[config.mk]
export PLATFORM = sky130hd
export DESIGN_NAME = chg_seq_top
export DESIGN_NICKNAME = d
export VERILOG_FILES = /design/src/rtl/chg_pkg.sv /design/src/rtl/chg_sync.sv /design/src/rtl/chg_deglitch.sv /design/src/rtl/chg_prescale.sv /design/src/rtl/chg_fsm.sv /design/src/rtl/chg_seq_top.sv
export SDC_FILE = /design/constraint.sdc
export NUM_CORES = 1
export LEC_CHECK = 0
export ABC_AREA = 0
export BUFFER_PORTS_ARGS = -buffer_cell sky130_fd_sc_hd__buf_4
export CORE_MARGIN = 2
export CORE_UTILIZATION = 64
export CTS_CLUSTER_SIZE = 8
export DETAILED_ROUTE_END_ITERATION = 8
export MAX_ROUTING_LAYER = met4
export PLACE_DENSITY = 0.89
export SYNTH_ARGS = -nofsm -noshare
export SYNTH_HDL_FRONTEND = slang
export SYNTH_SLANG_ARGS = --single-unit
[constraint.sdc]
create_clock -name clk -period 5.1 [get_ports clk]
set_input_delay 1.02 -clock clk [delete_from_list [all_inputs] [get_ports clk]]
set_output_delay 1.02 -clock clk [all_outputs]
set_load 0.05 [all_outputs]
[src/rtl/chg_pkg.sv]
package chg_pkg;
    typedef enum logic [7:0] {
        ST_RST   = 8'b0000_0001,
        ST_PRES  = 8'b0000_0010,
        ST_PRE   = 8'b0000_0100,
        ST_FAST  = 8'b0000_1000,
        ST_TOP   = 8'b0001_0000,
        ST_DONE  = 8'b0010_0000,
        ST_FAULT = 8'b0100_0000,
        ST_DISCH = 8'b1000_0000
    } state_e;

    typedef enum logic [1:0] {
        IREF_OFF  = 2'd0,
        IREF_LOW  = 2'd1,
        IREF_HIGH = 2'd2
    } iref_e;

    typedef enum logic [1:0] {
        DRV_HIZ = 2'd0,
        DRV_LOW = 2'd1,
        DRV_REG = 2'd2
    } drive_e;
endpackage

[src/rtl/chg_sync.sv]
module chg_sync #(
    parameter int W = 1,
    parameter logic [W-1:0] RST_VAL = '0
) (
    input  logic         clk,
    input  logic         rst_n,
    input  logic [W-1:0] d_i,
    output logic [W-1:0] q_o
);
    for (genvar i = 0; i < W; i++) begin : g_bit
        logic s1_q, s2_q;
        always_ff @(posedge clk or negedge rst_n) begin
            if (!rst_n) begin
                s1_q <= RST_VAL[i];
                s2_q <= RST_VAL[i];
            end else begin
                s1_q <= d_i[i];
                s2_q <= s1_q;
            end
        end
        assign q_o[i] = s2_q;
    end
endmodule

[src/rtl/chg_deglitch.sv]
module chg_deglitch #(
    parameter int DEG_CYC = 1000
) (
    input  logic clk,
    input  logic rst_n,
    input  logic in_i,
    output logic filt_o
);
    localparam int CW = $clog2(DEG_CYC + 1);

    logic          filt_d, filt_q;
    logic [CW-1:0] cnt_d, cnt_q;

    always_comb begin
        filt_d = filt_q;
        cnt_d  = '0;
        if (in_i != filt_q) begin
            if (cnt_q == CW'(DEG_CYC - 1)) begin
                filt_d = in_i;
            end else begin
                cnt_d = cnt_q + 1'b1;
            end
        end
    end

    always_ff @(posedge clk or negedge rst_n) begin
        if (!rst_n) begin
            filt_q <= 1'b1;
            cnt_q  <= '0;
        end else begin
            filt_q <= filt_d;
            cnt_q  <= cnt_d;
        end
    end

    assign filt_o = filt_q;


    glitch_filter_chk: assert property (@(posedge clk) disable iff (!rst_n)
        !$stable(filt_q) |-> filt_q == $past(in_i));
endmodule

[src/rtl/chg_prescale.sv]
module chg_prescale #(
    parameter int CLK_PER_SEC = 100,
    parameter int SEC_PER_MIN = 60
) (
    input  logic clk,
    input  logic rst_n,
    input  logic clr_i,
    output logic sec_tick_o,
    output logic min_tick_o
);
    localparam int CW = $clog2(CLK_PER_SEC + 1);
    localparam int SW = $clog2(SEC_PER_MIN + 1);

    logic [CW-1:0] cyc_d, cyc_q;
    logic [SW-1:0] sec_d, sec_q;
    logic          sec_end, min_end;

    always_comb begin
        sec_end = (cyc_q == CW'(CLK_PER_SEC - 1));
        min_end = sec_end && (sec_q == SW'(SEC_PER_MIN - 1));
        cyc_d   = sec_end ? '0 : cyc_q + 1'b1;
        sec_d   = sec_q;
        if (sec_end) sec_d = min_end ? '0 : sec_q + 1'b1;
        if (clr_i) begin
            cyc_d = '0;
            sec_d = '0;
        end
    end

    always_ff @(posedge clk or negedge rst_n) begin
        if (!rst_n) begin
            cyc_q <= '0;
            sec_q <= '0;
        end else begin
            cyc_q <= cyc_d;
            sec_q <= sec_d;
        end
    end

    assign sec_tick_o = sec_end && !clr_i;
    assign min_tick_o = min_end && !clr_i;
endmodule

[src/rtl/chg_fsm.sv]
module chg_fsm
    import chg_pkg::*;
#(
    parameter int TW       = 9,
    parameter int QUAL_SEC = 4,
    parameter int PRE_MIN  = 30
) (
    input  logic          clk,
    input  logic          rst_n,
    input  logic          uvlo_i,
    input  logic          open_i,
    input  logic          below_i,
    input  logic          above_lb_i,
    input  logic          win_i,
    input  logic          over_i,
    input  logic          dtdt_i,
    input  logic          dset_i,
    input  logic          dclr_i,
    input  logic          sec_tick_i,
    input  logic          min_tick_i,
    input  logic [TW-1:0] fast_tmo_i,
    output logic          tick_clr_o,
    output state_e        state_o,
    output iref_e         iref_o,
    output drive_e        drive_o
);
    typedef struct packed {
        state_e        st;
        logic [TW-1:0] cnt;
        logic          dlat;
    } fsm_t;

    fsm_t q, d;
    logic tick;

    always_comb begin
        d          = q;
        tick_clr_o = 1'b0;
        if (dset_i)      d.dlat = 1'b1;
        else if (dclr_i) d.dlat = 1'b0;

        tick = (q.st == ST_PRES) ? sec_tick_i : min_tick_i;
        if (tick && q.cnt != '1) d.cnt = q.cnt + 1'b1;

        case (q.st)
            ST_RST:  d.st = ST_PRES;
            ST_PRES: begin
                if (!(below_i && win_i)) begin
                    d.cnt      = '0;
                    tick_clr_o = 1'b1;
                end else if (q.cnt >= TW'(QUAL_SEC)) begin
                    d.st = ST_PRE;
                end
            end
            ST_PRE: begin
                if (open_i)                      d.st = ST_PRES;
                else if (over_i)                 d.st = ST_FAULT;
                else if (above_lb_i)             d.st = ST_FAST;
                else if (q.cnt >= TW'(PRE_MIN))  d.st = ST_FAULT;
            end
            ST_FAST: begin
                if (open_i)                             d.st = ST_PRES;
                else if (over_i)                        d.st = ST_DONE;
                else if (dtdt_i || q.cnt >= fast_tmo_i) d.st = ST_TOP;
            end
            ST_TOP: begin
                if (over_i || q.cnt >= (fast_tmo_i >> 1)) d.st = ST_DONE;
            end
            ST_DONE, ST_FAULT: begin
                if (open_i) d.st = ST_PRES;
            end
            ST_DISCH: begin
                if (!q.dlat) d.st = ST_PRES;
            end
            default: d.st = ST_RST;
        endcase

        if (q.dlat && q.st != ST_DISCH) d.st = ST_DISCH;

        if (d.st != q.st) begin
            d.cnt      = '0;
            tick_clr_o = 1'b1;
        end

        if (uvlo_i) begin
            d.st       = ST_RST;
            d.cnt      = '0;
            d.dlat     = 1'b0;
            tick_clr_o = 1'b1;
        end
    end

    always_ff @(posedge clk or negedge rst_n) begin
        if (!rst_n) begin
            q.st   <= ST_RST;
            q.cnt  <= '0;
            q.dlat <= 1'b0;
        end else begin
            q <= d;
        end
    end

    always_comb begin
        iref_o  = IREF_OFF;
        drive_o = DRV_HIZ;
        case (q.st)
            ST_PRE:   begin iref_o = IREF_LOW;  drive_o = DRV_REG; end
            ST_FAST:  begin iref_o = IREF_HIGH; drive_o = DRV_REG; end
            ST_TOP:   begin iref_o = IREF_LOW;  drive_o = DRV_REG; end
            ST_DISCH: begin iref_o = IREF_OFF;  drive_o = DRV_LOW; end
            default:  begin iref_o = IREF_OFF;  drive_o = DRV_HIZ; end
        endcase
    end

    assign state_o = q.st;


    uvlo_reset_chk: assert property (@(posedge clk) disable iff (!rst_n)
        uvlo_i |=> q.st == ST_RST);

    dchg_enter_chk: assert property (@(posedge clk) disable iff (!rst_n)
        (q.dlat && !uvlo_i) |=> q.st == ST_DISCH);

    topoff_clear_chk: assert property (@(posedge clk) disable iff (!rst_n)
        $rose(q.st == ST_TOP) |-> q.cnt == '0);

    fault_source_chk: assert property (@(posedge clk) disable iff (!rst_n)
        (q.st == ST_FAULT && $past(q.st) != ST_FAULT) |-> $past(q.st) == ST_PRE);

    onehot_state_chk: assert property (@(posedge clk) disable iff (!rst_n)
        $countones(q.st) == 1);
endmodule

[src/rtl/chg_seq_top.sv]
module chg_seq_top
    import chg_pkg::*;
#(
    parameter int CLK_PER_SEC = 100_000_000,
    parameter int SEC_PER_MIN = 60,
    parameter int QUAL_SEC    = 4,
    parameter int PRE_MIN     = 30,
    parameter int MAX_MIN     = 360,
    parameter int DEG_CYC     = 1_000_000,
    localparam int TW         = $clog2(MAX_MIN + 1)
) (
    input  logic          clk,
    input  logic          rst_n,
    input  logic          uvlo_i,
    input  logic          cell_open_i,
    input  logic          cell_below_ins_i,
    input  logic          cell_above_lb_i,
    input  logic          temp_win_i,
    input  logic          temp_over_i,
    input  logic          dtdt_i,
    input  logic          dchg_set_i,
    input  logic          dchg_clr_i,
    input  logic [TW-1:0] fast_tmo_i,
    output logic [1:0]    iref_sel_o,
    output logic [1:0]    drive_o,
    output logic [7:0]    state_o
);
    localparam int NFLAG = 9;

    logic [NFLAG-1:0] raw, syn;
    logic   uvlo_f, tick_clr, sec_tick, min_tick;
    state_e st;
    iref_e  iref;
    drive_e drv;

    assign raw = {dchg_clr_i, dchg_set_i, dtdt_i, temp_over_i, temp_win_i,
                  cell_above_lb_i, cell_below_ins_i, cell_open_i, uvlo_i};

    chg_sync #(.W(NFLAG), .RST_VAL(NFLAG'(1))) u_sync (
        .clk(clk), .rst_n(rst_n), .d_i(raw), .q_o(syn));

    chg_deglitch #(.DEG_CYC(DEG_CYC)) u_deg (
        .clk(clk), .rst_n(rst_n), .in_i(syn[0]), .filt_o(uvlo_f));

    chg_prescale #(.CLK_PER_SEC(CLK_PER_SEC), .SEC_PER_MIN(SEC_PER_MIN)) u_pre (
        .clk(clk), .rst_n(rst_n), .clr_i(tick_clr),
        .sec_tick_o(sec_tick), .min_tick_o(min_tick));

    chg_fsm #(.TW(TW), .QUAL_SEC(QUAL_SEC), .PRE_MIN(PRE_MIN)) u_fsm (
        .clk(clk), .rst_n(rst_n), .uvlo_i(uvlo_f),
        .open_i(syn[1]), .below_i(syn[2]), .above_lb_i(syn[3]),
        .win_i(syn[4]), .over_i(syn[5]), .dtdt_i(syn[6]),
        .dset_i(syn[7]), .dclr_i(syn[8]),
        .sec_tick_i(sec_tick), .min_tick_i(min_tick), .fast_tmo_i(fast_tmo_i),
        .tick_clr_o(tick_clr), .state_o(st), .iref_o(iref), .drive_o(drv));

    assign iref_sel_o = iref;
    assign drive_o    = drv;
    assign state_o    = st;
endmodule

# [Word level (Yosys, flattened, before mapping)]
# Index checks and enable logic that the tools add are counted.
[totals] register_bits=90 latchBits=0 ramBits=0 romBits=0 inputBits=20 out_inout_bits=12 elab_cells=98 memories=0
[classes] addsub=4 mul=0 n_div=0 n_lt_le_gt_ge=4 eq_ne=15 n_shift=0 mux=35 bitwise=0 n_reduce_logical=15
[ops] operator="$mux W8" count=13
[ops] operator="$pmux W8 S7" count=1
[ops] operator="$mux W27" count=2
[ops] operator="$mux W20" count=2
[ops] operator="$mux W9" count=4
[ops] operator="$add A27 B1 Y27 const B" count=1
[ops] operator="$eq A27 B27 Y1 const B" count=1
[ops] operator="$add A20 B1 Y20 const B" count=1
[ops] operator="$eq A20 B20 Y1 const B" count=1
[ops] operator="$mux W18" count=1
[ops] operator="$mux W6" count=3
[ops] operator="$add A9 B1 Y9 const B" count=1
[ops] operator="$ge A9 B3 Y1 const B" count=1
[ops] operator="$ge A9 B5 Y1 const B" count=1
[ops] operator="$ge A9 B8 Y1" count=1
[ops] operator="$ge A9 B9 Y1" count=1
[ops] operator="$ne A9 B9 Y1 const B" count=1
[ops] operator="$eq A8 B1 Y1 const B" count=1
[ops] operator="$eq A8 B2 Y1 const B" count=1
[ops] operator="$eq A8 B3 Y1 const B" count=1
[ops] operator="$eq A8 B4 Y1 const B" count=1
[ops] operator="$eq A8 B5 Y1 const B" count=1
[ops] operator="$eq A8 B6 Y1 const B" count=1
[ops] operator="$eq A8 B7 Y1 const B" count=1
[ops] operator="16 further kinds" count=30

# [Longest topological paths before layout]
# Gate-level depths: netlist (run 1).
[logic_depth] word_depth=19 mapped_depth=10 depth_no_buf=9

# [Modules after synthesis]
# A second synthesis (run 1) with hierarchy kept.
[hier_totals] hier_cells=559 hier_area_um2=5312.6
[modules_own_cells] mod="chg_fsm" n_inst=1 cells_per_inst=228 area_each_um2=1866.8 seq_area_each_um2=451.7
[modules_own_cells] mod="chg_prescale" n_inst=1 cells_per_inst=196 area_each_um2=1865.5 seq_area_each_um2=825.8
[modules_own_cells] mod="chg_deglitch" n_inst=1 cells_per_inst=108 area_each_um2=1059.8 seq_area_each_um2=526.8
[modules_own_cells] mod="chg_sync" n_inst=1 cells_per_inst=27 area_each_um2=520.5 seq_area_each_um2=452.9

# [Least setup slack after synthesis (run 1)]
# OpenSTA, ideal clock, no wires.
[synth_path] kind="reg-to-output" from="register, netlist name u_fsm.state_o[1]" to="output port iref_sel_o[0]" arrival_time_ps=2341 required_time_ps=4080 slack_ps=1739 stages_incl_launch_ff=5 n_path_buf=1 cell_sequence="dfrtp_1 -> or2_2 -> clkbuf_1 -> nor4_1 -> nor3b_1"
[synth_between] elab_chain_cells=3 elab_cells_between_ends=5 classes_between="eq/ne: 3; mux: 1; reduce/logical: 1"
[synth_rtl] item="$eq A8 B3 Y1 / $eq A8 B5 Y1 (equally long branches)" line_no="chg_fsm.sv:106" text="case (q.st)"
[synth_rtl] item="$reduce_or A2 Y1 (no source line)"
[synth_rtl] item="$pmux W2 S2 *" line_no="chg_fsm.sv:106"
[synth_rtl] item="end: declaration" line_no="chg_seq_top.sv:24" text="output logic [1:0] iref_sel_o,"
# Every way passes the cells marked *; elsewhere a longest branch is shown, timed or not.

# [Worst setup path after layout (run 1)]
[layout_path] from="register, netlist name u_fsm.state_o[5]" to="register u_pre.sec_q[5]"
[layout_between] elab_chain_cells=10 elab_cells_between_ends=31 classes_between="eq/ne: 10; mux: 18; reduce/logical: 3"
[layout_rtl] item="$mux W8" line_no="chg_fsm.sv:59" text="else if (q.cnt >= TW'(PRE_MIN)) d.st = ST_FAULT;"
[layout_rtl] item="$mux W8" line_no="chg_fsm.sv:58" text="else if (above_lb_i) d.st = ST_FAST;"
[layout_rtl] item="$mux W8" line_no="chg_fsm.sv:57" text="else if (over_i) d.st = ST_FAULT;"
[layout_rtl] item="$mux W8" line_no="chg_fsm.sv:56" text="if (open_i) d.st = ST_PRES;"
[layout_rtl] item="$pmux W8 S7" line_no="chg_fsm.sv:45" text="case (q.st)"
[layout_rtl] item="$mux W8" line_no="chg_fsm.sv:78" text="if (q.dlat && q.st != ST_DISCH) d.st = ST_DISCH;"
[layout_rtl] item="$ne A8 B8 Y1" line_no="chg_fsm.sv:80" text="if (d.st != q.st) begin"
[layout_rtl] item="$mux W1 *" line_no="chg_fsm.sv:80"
[layout_rtl] item="$mux W1 *" line_no="chg_fsm.sv:85" text="if (uvlo_i) begin"
[layout_rtl] item="$mux W6 / $reduce_bool A2 Y1 (equally long branches)"
[layout_rtl] item="end signal: assignment" line_no="chg_prescale.sv:33" text="sec_q <= '0;"
[layout_rtl] item="end signal: assignment" line_no="chg_prescale.sv:36" text="sec_q <= sec_d;"
[layout_rtl] item="end: declaration" line_no="chg_prescale.sv:15" text="logic [SW-1:0] sec_d, sec_q;"
# Marked as above.
# A chain may end at the register's enable or synchronous reset.

==> impl_metrics.py, run 1 <==
metrics = {
    "status": {
        "status": "finished clean",
    },
    "detailed_routing": {
        "postRouteWirelength_um": 10400,
        "drt_iter0_drc": 301,
        "drt-vias-per-instance": 6.18,
        "wl_per_cell_um": 15.7,
        "num_vias": 4076,
        "postRouteAntennaNets": 0,
        "dr.pass1.iters": 5,
        "drc_errors": 0,
    },
    "worst_setup_path": {
        "cp_cell_sequence": "or4_4, a2111oi_0, o21ai_1, nor3b_1, o21ai_4, buf_4, a2111oi_2",
        "critPathLaunchType": "flop",
        "crit_family": "compound AO/OA/AOI/OAI gates",
        "r2r-start": "u_fsm.state_o[5]$_DFF_PN0_",
        "r2r_end": "u_pre.sec_q[5]$_DFFE_PN0P_",
        "cp.required_ns": 5.34,
        "crit_path_end_kind": "flop",
        "crit_path_max_incr_delay_ns": 0.66,
        "critical_path_class": "flop to flop",
        "critPathSlowestCell": "nor3b_1",
        "worst-path-max-fanout": 32,
        "path_buf_inv": 1,
        "cp.arrival_ns": 4.03,
        "ff2ff_setup_slack_ns": 1.31,
        "r2r_cells": 7,
    },
    "placement": {
        "placed_cells": 644,
        "dp_hpwl_um": 7320,
        "place_congestion": 0.860,
        "io_buffers": 31,
        "placed_cell_area_um2": 5610,
    },
    "synth": {
        "synth_top_area_share_pct": 39.7,
        "synth-edff-count": 0,
        "synthDistinctLibCells": 63,
        "netlist_area_um2": 5420,
        "yosysWarningCount": 0,
        "synthFlopType": "dfrtp_1",
        "ys_ff_latch": 90,
        "synth_seq_area_share_pct": 41.7,
        "syn_area_per_cell_um2": 10.0,
        "ys_async_sr_fraction_pct": 100,
        "ys_top_cells_by_area": "dfrtp_1 (40%), nor4_2 (8.5%), ha_1 (5.3%)",
        "yosysTopAreaCell": "dfrtp_1",
        "syn_inst": 539,
        "synth_nets": 582,
    },
    "cts": {
        "ctsResizeCount": 0,
        "clk_transition_reported_paths_ns": 0.09,
        "clock_path_buffers": 2,
        "cts_tree": "built",
        "post-cts-setup-buffers": 0,
        "cts.sinks": 90,
        "cts_root_buffer": "clkbuf_8",
        "cts_buffers": 9,
        "clk_latency_ns": 0.36,
        "hold_buffers": 0,
        "htreeDepth": 3,
    },
    "floorplanning": {
        "start_util_pct": 65.9,
        "dieHeight_um": 96.0,
        "io_pins": 32,
        "core_um2": 8220,
        "die-area_um2": 9210,
        "rows": 33,
        "die_w_um": 96.0,
    },
    "final_layout": {
        "register_area_um2": 2260,
        "antennaDiodeCount": 0,
        "drive_gt1_share_pct": 19.3,
        "area_growth_pct": 7.19,
        "final_nets": 593,
        "multi_input_area_um2": 2880,
        "final_util_pct": 70.6,
        "fin_area_um2": 5800,
        "num-fill-cells": 559,
        "fin_cells": 660,
    },
    "job": {
        "drv_cap": 0,
    },
    "timing": {
        "fin_crit_ns": 3.79,
        "finalHoldViolCount": 0,
        "whs_ns": 0.354,
        "setup_viol": 0,
        "worstMarginPinSlew_ns": 1.13,
        "fin_crit_sh_pct": 74.3,
        "drv_slew": 0,
        "skew_ns": 0.0129,
        "fmax_mhz": 264,
        "rsz0062_at_grt": "no",
        "fin_setup_tns_ns": 0,
        "slew_headroom_pct": 24.0,
    },
    "worst_hold_path": {
        "min_to": "u_sync.g_bit[5].s2_q$_DFF_PN0_",
        "hold_path_class": "flop to flop",
        "worstHoldStart": "u_sync.g_bit[5].s1_q$_DFF_PN0_",
        "whs_path_depth": 0,
    },
    "power_and_ir_drop": {
        "switchingPower_uw": 419,
        "p_int_mw": 1.01,
        "swShare_pct": 29.3,
        "share_seq_of_total_power_pct": 52.0,
        "clkPwrFrac_pct": 33.0,
        "pwr-share-comb_pct": 15.0,
        "power_leakage_nw": 2.36,
        "irDropWorstVdd_mv": 0.291,
        "p_per_area_nw_per_um2": 247,
    },
    "grt": {
        "grt_first_pass_wirelength_um": 17600,
        "grt_pass1_vias": 3821,
        "grt_max_degree": 53,
        "track_usage_pct": 25.2,
        "grt_antenna_before_repair": 0,
        "overflow": 0,
    },
}
==> metrics by stage <==
stage,power (mW),setup slack (ns)
after floorplan,0.925,1.74
after global routing,1.49,1.17
after CTS,1.44,1.36
after detailed placement,0.972,1.10
final,1.43,1.31
after global placement,0.965,1.29
==> flip-flops by register name (all words and copies together) (netlist names) <==
signal	cells
u_deg.cnt_q	20
u_deg.filt_o	1
u_fsm.q	10
u_fsm.state_o	8
u_pre.cyc_q	27
u_pre.sec_q	6
u_sync.g_bit.s1_q	9
u_sync.g_bit.s2_q	9
==> cell usage after synthesis (9+ instances only) <==
master	instances
dfrtp_1	86
nor2_1	40
nor3_1	11
buf_4	9
nand4_1	17
xor2_1	24
clkbuf_1	11
xnor2_1	29
inv_1	21
and3_1	14
nand2b_1	10
nand3_1	20
ha_1	23
nand2_1	47
nor4_2	37
o21ai_0	18
a21oi_1	14
==> worst reg2reg max path, delay by kind of cell (launching register included) <==
kind | cells | cell delay (ns)
simple gates | 2 | 1.31
buf+inv | 1 | 0.36
compound gates | 4 | 1.46
flops | 1 | 0.54
==> layout make-up <==
| cell class | instances | area share [%] |
|---|---|---|
| well taps | 105 | 2.26 |
| clock buffers | 9 | 2.13 |
| multi-input cells | 393 | 49.6 |
| clock inverters | 7 | 1.19 |
| repair buffers | 35 | 4.53 |
| flip-flops and latches | 90 | 38.9 |
| inverters | 21 | 1.36 |
==> metal layers <==
layer | vias to the layer above | GRT usage (%) | share of wire [%]
met2 | 107 | 39.5 | 49
met5 | - | - | 0
met4 | 0 | 8.57 | 1.2
met1 | 2003 | 33.4 | 45
met3 | 13 | 4.07 | 5.2
li1 | 1953 | - | -
==> worst max-delay path by stage <==
stage                          startpoint                         end  slack [ns]  cells past startpoint
2_1_floorplan  u_fsm.state_o[1]$_DFF_PN0_               iref_sel_o[0]        1.74                      4
3_3_place_gp                fast_tmo_i[6]  u_pre.sec_q[5]$_DFFE_PN0P_        1.29                     11
3_5_place_dp                fast_tmo_i[2]  u_pre.sec_q[5]$_DFFE_PN0P_        1.10                     11
4_1_cts        u_fsm.state_o[5]$_DFF_PN0_  u_pre.sec_q[5]$_DFFE_PN0P_        1.36                      7
5_1_grt        u_fsm.state_o[5]$_DFF_PN0_  u_pre.sec_q[5]$_DFFE_PN0P_        1.17                      7
6_report       u_fsm.state_o[5]$_DFF_PN0_  u_pre.sec_q[5]$_DFFE_PN0P_        1.31                      7
==> kinds of logic after synthesis <==
family | Yosys count | synth area share (%)
simple gates | 249 | 29.7
flops | 90 | 41.7
compound gates | 65 | 8.60
buf+inv | 56 | 5.52
xor+xnor | 53 | 8.57
fa+ha+maj | 23 | 5.31
mux | 3 | 0.578
==> power groups by stage <==
stage          sequential [mW]  combinational (mW)  clock, mW
4_1_cts                  0.743               0.215      0.482
2_1_floorplan            0.752               0.173          0
6_report                 0.744               0.215      0.472
3_5_place_dp             0.758               0.214          0
3_3_place_gp             0.757               0.208          0
5_1_grt                  0.746               0.233      0.513
==> placed cells by master (no fill, tap or decap), types with 4 or more instances in the layout <==
master and n:
xor2_1 24, nor4_2 37, clkbuf_8 9, nand3_1 20
dfstp_2 4, or3_1 8, and3_1 14, o21ai_0 18
ha_1 23, nand2_1 47, a211oi_1 5, nand2b_1 10
inv_1 21, a21oi_1 14, nor4_1 8, nor4b_1 5
buf_4 35, nor3b_1 4, nor2_1 40, or4_1 4
and2_1 4, nor3_1 11, dfrtp_1 86, nand4_1 17
xnor2_1 29
(Power assumes the default switching activity.)
==> run 2: changes to the inputs <==
CORE_UTILIZATION = 61   (was 64)
PLACE_DENSITY = 0.86   (was 0.89)
clock period = 3.62 ns   (was 5.1 ns; I/O delays follow)
==> run 2 against run 1 <==
Against the previous run:
- cell count is 1.7% higher
- non-clock buffer count rose by 8
- worst hold slack worse by 0.0018 ns
- global-route usage fell by 0.18 points
- routed wire length up 6.6%
- die area rose by 4.7%
- worst setup slack worse by 1.1 ns
- total power increased by 45%
- via count increased by 0.71%
- critical path type unchanged
- largest cell class unchanged
==> impl_metrics.py, run 2 (synthesis results as in run 1) <==
metrics = {
    "status": {
        "status": "finished clean",
    },
    "final_layout": {
        "final_common_cell": "dfrtp_1",
        "drive_gt1_share_pct": 20.1,
        "antennaDiodeCount": 0,
        "num-fill-cells": 636,
        "final_cell_mix": "dfrtp_1 (86), nand2_1 (47), nor2_1 (40), buf_4 (40), nor4_2 (37)",
        "register_area_um2": 2260,
        "final_nets": 601,
        "area_growth_pct": 9.13,
        "multi_input_area_um2": 2880,
        "top_register": "u_pre.cyc_q",
        "largestRegisters": "u_pre.cyc_q: 27 flops, u_deg.cnt_q: 20 flops, u_fsm.q: 10 flops",
        "largest_reg_flops": 27,
    },
    "worst_setup_path": {
        "cp.arrival_ns": 3.62,
        "crit_path_end_kind": "flop",
        "critPathLaunchType": "flop",
        "worst-path-max-fanout": 22,
        "cp.required_ns": 3.86,
        "critical_path_class": "flop to flop",
    },
    "detailed_routing": {
        "drt_iter0_drc": 221,
        "postRouteWirelength_um": 11000,
        "drt-vias-per-instance": 6.12,
        "wl_per_cell_um": 16.5,
        "num_vias": 4105,
        "drc_errors": 0,
        "dr.pass1.iters": 5,
        "postRouteAntennaNets": 0,
    },
    "cts": {
        "htreeDepth": 3,
        "post-cts-setup-buffers": 0,
        "ctsResizeCount": 0,
        "clk_transition_reported_paths_ns": 0.08,
        "hold_buffers": 0,
        "cts_buffers": 9,
        "cts.sinks": 90,
        "cts_root_buffer": "clkbuf_8",
        "clock_path_buffers": 2,
        "cts_tree": "built",
        "clk_latency_ns": 0.38,
    },
    "power_and_ir_drop": {
        "pwr-share-comb_pct": 16.2,
        "switchingPower_uw": 603,
        "irDropWorstVdd_mv": 0.395,
        "clkPwrFrac_pct": 33.4,
        "power_leakage_nw": 2.41,
        "swShare_pct": 29.1,
        "share_seq_of_total_power_pct": 50.4,
        "p_int_mw": 1.47,
        "p_per_area_nw_per_um2": 351,
        "p_total_mw": 2.07,
    },
    "job": {
        "drv_cap": 0,
    },
    "timing": {
        "setup_viol": 0,
        "slew_headroom_pct": 27.6,
        "rsz0062_at_grt": "no",
        "fin_crit_sh_pct": 93.4,
        "fin_setup_tns_ns": 0,
        "skew_ns": 0.0114,
        "fin_crit_ns": 3.38,
        "finalHoldViolCount": 0,
        "drv_slew": 0,
        "fmax_mhz": 296,
        "worstMarginPinSlew_ns": 1.09,
    },
    "floorplanning": {
        "rows": 34,
        "die-area_um2": 9650,
        "io_pins": 32,
        "dieHeight_um": 98.2,
        "core_um2": 8680,
        "start_util_pct": 62.4,
        "die_w_um": 98.2,
    },
    "grt": {
        "grt_max_degree": 91,
        "track_usage_pct": 25.0,
        "grt_antenna_before_repair": 0,
        "grt_first_pass_wirelength_um": 19100,
        "grt_pass1_vias": 4007,
        "overflow": 0,
    },
    "worst_hold_path": {
        "hold_path_class": "flop to flop",
    },
    "placement": {
        "place_congestion": 0.921,
        "dp_hpwl_um": 7510,
        "io_buffers": 31,
    },
}
-- run 2: changes by cell type in the layout (fill, tap and decap cells not counted) --
cell	delta
inv_6	-1
buf_12	+3
clkinv_4	+1
clkbuf_8	+1
buf_4	+5
clkinv_2	-2
clkinvlp_4	-1
clkbuf_1	+2
-- run 2: through the flow --
| stage | utilization, % | hold WS (ns) | instance area [µm²] | setup WS [ns] | instances |
|---|---|---|---|---|---|
| 2_1_floorplan | - | 0.331 | 5420 | 0.555 | 539 |
| 3_3_place_gp | 65.8 | 0.333 | 5710 | 0.252 | 655 |
| 3_5_place_dp | 65.8 | 0.335 | 5710 | 0.126 | 655 |
| 4_1_cts | 68.1 | 0.354 | 5910 | 0.262 | 671 |
| 5_1_grt | 68.1 | 0.356 | 5910 | 0.0647 | 671 |
| 6_report | 68.1 | 0.352 | 5910 | 0.241 | 671 |
-- run 2: per-layer routing --
layer  global-route usage [%]  up-vias  share of wire, %
li1                         -     1959                 -
met1                     32.8     1999                44
met2                     38.5      118                49
met3                     6.44       29               5.2
met4                     7.69        0               1.8
met5                        -        -                 0
-- run 2: power by group through the flow --
| stage | Sequential (mW) | Clock, mW | Combinational (mW) |
|---|---|---|---|
| floorplan | 1.06 | 0 | 0.244 |
| global placement | 1.06 | 0 | 0.324 |
| detailed placement | 1.07 | 0 | 0.333 |
| CTS | 1.05 | 0.704 | 0.335 |
| global route | 1.05 | 0.747 | 0.361 |
| finish | 1.05 | 0.693 | 0.336 |
-- run 2: worst max-delay path, cell delays in order (launching register included) --
cell and delay, ns:
dfrtp_1 0.50, or4_4 0.61, nor4_1 0.49, nand3b_1 0.18, nor3b_1 0.19, buf_4 0.17, a21boi_4 0.73, buf_12 0.29
nor4_2 0.08
-- run 2: area by class of cell --
| cell class | count | share of cell area (%) |
|---|---|---|
| Multi-Input combinational cell | 393 | 48.8 |
| Tap cell | 108 | 2.29 |
| Clock buffer | 12 | 2.46 |
| Inverter | 21 | 1.33 |
| Sequential cell | 90 | 38.2 |
| Timing Repair Buffer | 43 | 6.10 |
| Clock inverter | 4 | 0.868 |
-- run 2: worst paths after layout --
path | start | end | slack (ns) | cells past startpoint
max reg2reg | u_fsm.state_o[4]$_DFF_PN0_ | u_fsm.q[9]$_DFF_PN0_ | 0.24 | 8
min in group asynchronous | rst_n | u_sync.g_bit[4].s2_q$_DFF_PN0_ | 0.54 | 1
max | u_fsm.state_o[4]$_DFF_PN0_ | u_fsm.q[9]$_DFF_PN0_ | 0.24 | 8
max in group asynchronous | rst_n | u_sync.g_bit[1].s2_q$_DFF_PN0_ | 2.38 | 1
min reg2reg | u_sync.g_bit[6].s1_q$_DFF_PN0_ | u_sync.g_bit[6].s2_q$_DFF_PN0_ | 0.35 | 0
min | u_sync.g_bit[6].s1_q$_DFF_PN0_ | u_sync.g_bit[6].s2_q$_DFF_PN0_ | 0.35 | 0
==> run 3: changes to the inputs <==
CORE_MARGIN = 4   (was 2)
PLACE_DENSITY = 0.9   (was 0.86)
SYNTH_HIERARCHICAL = 1   (was default)
==> run 3 against run 2 <==
Against the previous run:
- the flow now finishes with violations (negative setup slack)
- cell area down 0.19%
- first-iteration DRC count grew 58%
- combinational power rose by 8.6%
- routed wire length grew 8.6%
- global-route usage increased by 0.39 points
- total power is 0.27% lower
- clock power shrank 5.8%
- cell count rose by 4.9%
- sequential power about the same
- worst setup slack worse by 0.26 ns
- worst hold slack worse by 0.0069 ns
- flip-flop and latch count unchanged
- largest cell class unchanged
- highest routed layer unchanged
==> impl_metrics.py, run 3 <==
metrics = {
    "status": {
        "status": "finished, violations left",
        "violations": "negative setup slack",
    },
    "placement": {
        "io_buffers": 31,
        "dp_hpwl_um": 8600,
        "place_congestion": 0.961,
        "placed_cells": 684,
    },
    "timing": {
        "fmax_mhz": 275,
        "rsz0062_at_grt": "yes",
        "whs_ns": 0.345,
        "fin_setup_tns_ns": -0.0150,
        "skew_ns": 0.0140,
        "worstMarginPinSlew_ns": 0.648,
        "drv_slew": 0,
        "setup_viol": 1,
        "fin_crit_ns": 3.63,
        "fin_ws_ns": -0.0150,
        "fin_crit_sh_pct": 100,
        "finalHoldViolCount": 0,
        "slew_headroom_pct": 56.4,
    },
    "floorplanning": {
        "rows": 33,
        "dieHeight_um": 101,
        "die-area_um2": 10300,
        "die_w_um": 101,
        "io_pins": 32,
        "core_um2": 8340,
        "start_util_pct": 63.7,
    },
    "worst_setup_path": {
        "path_buf_inv": 1,
        "crit_family": "simple AND/OR/NAND/NOR gates",
        "worst-path-max-fanout": 8,
        "cp_cell_sequence": "or4_4, or4_4, nor4_4, nor2_4, a221oi_4, o2111ai_4, or2_4, nor3_4, mux2i_1, nor2_2, buf_6, nand4_1, xor2_1, nor3_1",
        "critical_path_class": "flop to flop",
        "crit_path_max_incr_delay_ns": 0.54,
        "crit_path_end_kind": "flop",
        "critPathSlowestCell": "or4_4",
        "critPathLaunchType": "flop",
        "cp.arrival_ns": 3.91,
        "cp.required_ns": 3.90,
        "worst_path_most_repeated_cell": "or4_4",
    },
    "final_layout": {
        "num-fill-cells": 627,
        "antennaDiodeCount": 0,
        "final_common_cell": "dfrtp_1",
        "final_nets": 637,
        "top_register": "u_pre/cyc_q",
        "area_growth_pct": 11.0,
        "final_cell_mix": "dfrtp_1 (86), buf_4 (60), nor2_1 (58)",
        "largest_reg_flops": 27,
        "fin_cells": 704,
        "drive_gt1_share_pct": 19.4,
        "multi_input_area_um2": 2760,
        "largestRegisters": "u_pre/cyc_q: 27 flops, u_deg/cnt_q: 20 flops, u_fsm/q: 10 flops",
        "register_area_um2": 2260,
    },
    "cts": {
        "hold_buffers": 0,
        "clock_path_buffers": 2,
        "cts.sinks": 90,
        "cts_buffers": 9,
        "cts_root_buffer": "clkbuf_8",
        "htreeDepth": 3,
        "cts_tree": "built",
        "clk_latency_ns": 0.37,
        "clk_transition_reported_paths_ns": 0.09,
    },
    "synth": {
        "netlist_area_um2": 5310,
        "ys_ff_latch": 90,
        "synth_nets": 602,
        "synth-edff-count": 0,
        "ys_async_sr_fraction_pct": 100,
        "yosysTopAreaCell": "dfrtp_1",
        "synthTopCellsByCount": "dfrtp_1 (86), nor2_1 (59), nand2_1 (38), a21oi_1 (29), nand3_1 (29)",
        "post-synth-top-count-cell": "dfrtp_1",
        "ys_top_cells_by_area": "dfrtp_1 (41%), ha_1 (5.4%), nor2_1 (4.2%)",
        "syn_area_per_cell_um2": 9.50,
        "synthDistinctLibCells": 71,
        "yosysWarningCount": 6,
        "synthFlopType": "dfrtp_1",
        "synth_seq_area_share_pct": 42.5,
        "synth_top_area_share_pct": 40.5,
        "syn_inst": 559,
    },
    "grt": {
        "grt_use_met2_pct": 42.1,
        "grt_use_met1_pct": 30.8,
        "grt_first_pass_wirelength_um": 20200,
        "grt_antenna_before_repair": 0,
        "track_usage_pct": 25.4,
        "grt_max_degree": 45,
        "grt_pass1_vias": 4334,
        "use_met3_pct": 5.79,
        "busiest_layer": "met2",
        "overflow": 0,
    },
    "job": {
        "drv_cap": 0,
    },
    "detailed_routing": {
        "num_vias": 4416,
        "postRouteWirelength_um": 12000,
        "drc_errors": 0,
        "drt_iter0_drc": 349,
        "dr.pass1.iters": 5,
        "drt-vias-per-instance": 6.27,
        "wl_per_cell_um": 17.0,
        "postRouteAntennaNets": 0,
    },
    "power_and_ir_drop": {
        "p_per_area_nw_per_um2": 351,
        "power_leakage_nw": 2.54,
        "irDropWorstVdd_mv": 0.268,
    },
    "worst_hold_path": {
        "hold_path_class": "input pin to async pin",
    },
}
-- run 3: cell count changes in the layout (fill, tap and decap cells not counted), sizes merged, moves of 9 or more --
cell and change:
xnor2 -11, nand2 -9, nor2 +20, a21oi +15
nand3 +9, nor4 -35, buf +18
-- run 3: final cells by class --
type | count | area share (%)
Clock buffer | 11 | 2.57
Timing Repair Buffer | 61 | 7.83
Inverter | 27 | 1.72
Sequential cell | 90 | 38.3
Multi-Input combinational cell | 405 | 46.8
Tap cell | 105 | 2.23
Clock inverter | 5 | 0.636
-- run 3: path summary, 6_finish.rpt --
check,startpoint,end,slack (ns),depth (start not counted)
worst max-delay path,u_fsm/state_o[1]$_DFF_PN0_,u_fsm/q[7]$_DFF_PN0_,-0.01,14
worst min register to register,u_sync/g_bit[5].s1_q$_DFF_PN0_,u_sync/g_bit[5].s2_q$_DFF_PN0_,0.35,0
worst min-delay path,rst_n,u_fsm/state_o[3]$_DFF_PN0_,0.34,1
worst max register to register,u_fsm/state_o[1]$_DFF_PN0_,u_fsm/q[7]$_DFF_PN0_,-0.01,14
max in group asynchronous,rst_n,u_sync/g_bit[0].s1_q$_DFF_PN1_,2.46,2
min in group clk,u_sync/g_bit[5].s1_q$_DFF_PN0_,u_sync/g_bit[5].s2_q$_DFF_PN0_,0.35,0
-- run 3: power by group --
part           total [mW]  switching (mW)  internal [mW]
sequential           1.05          0.0195           1.03
combinational       0.365           0.229          0.136
clock               0.653           0.364          0.289
total                2.07           0.612           1.46
-- run 3: kinds of logic (layout without fill, tap and decap cells) --
kind of cell / Yosys count / count (layout) / share of synthesized area [%]
multiplexers: 4 / 4 / 0.777
XOR/XNOR: 37 / 37 / 6.10
buffers and inverters: 64 / 104 / 6.71
AND/OR/NAND/NOR: 246 / 246 / 25.8
adder cells (fa/ha/maj): 23 / 23 / 5.42
AO/OA/AOI/OAI: 95 / 95 / 12.7
flip-flops: 90 / 90 / 42.5
-- run 3: per-stage QoR --
stage	power [mW]	setup WS (ns)	instance area (µm²)	util [%]
after detailed placement	1.42	-0.177	5630	67.5
after global placement	1.41	-0.0288	5630	67.5
after floorplan	1.32	-0.389	5350	-
final	2.07	-0.0150	5900	70.7
after global routing	2.16	-0.162	5900	70.7
after CTS	2.07	0.0119	5870	70.4
-- run 3: per-layer routing --
metal / vias up / share of wire (%) / wire (µm)
li1: 2079 / - / -
met1: 2168 / 43 / 5110
met2: 146 / 50 / 5980
met3: 23 / 5.5 / 663
met4: 0 / 2.0 / 241
met5: - / 0 / 0
-- run 3: timing repair --
item,4_1_cts,5_1_grt
buffers inserted,3,1
pin swaps,7,1
endpoints found under the setup margin,6,25
resized for setup,6,5
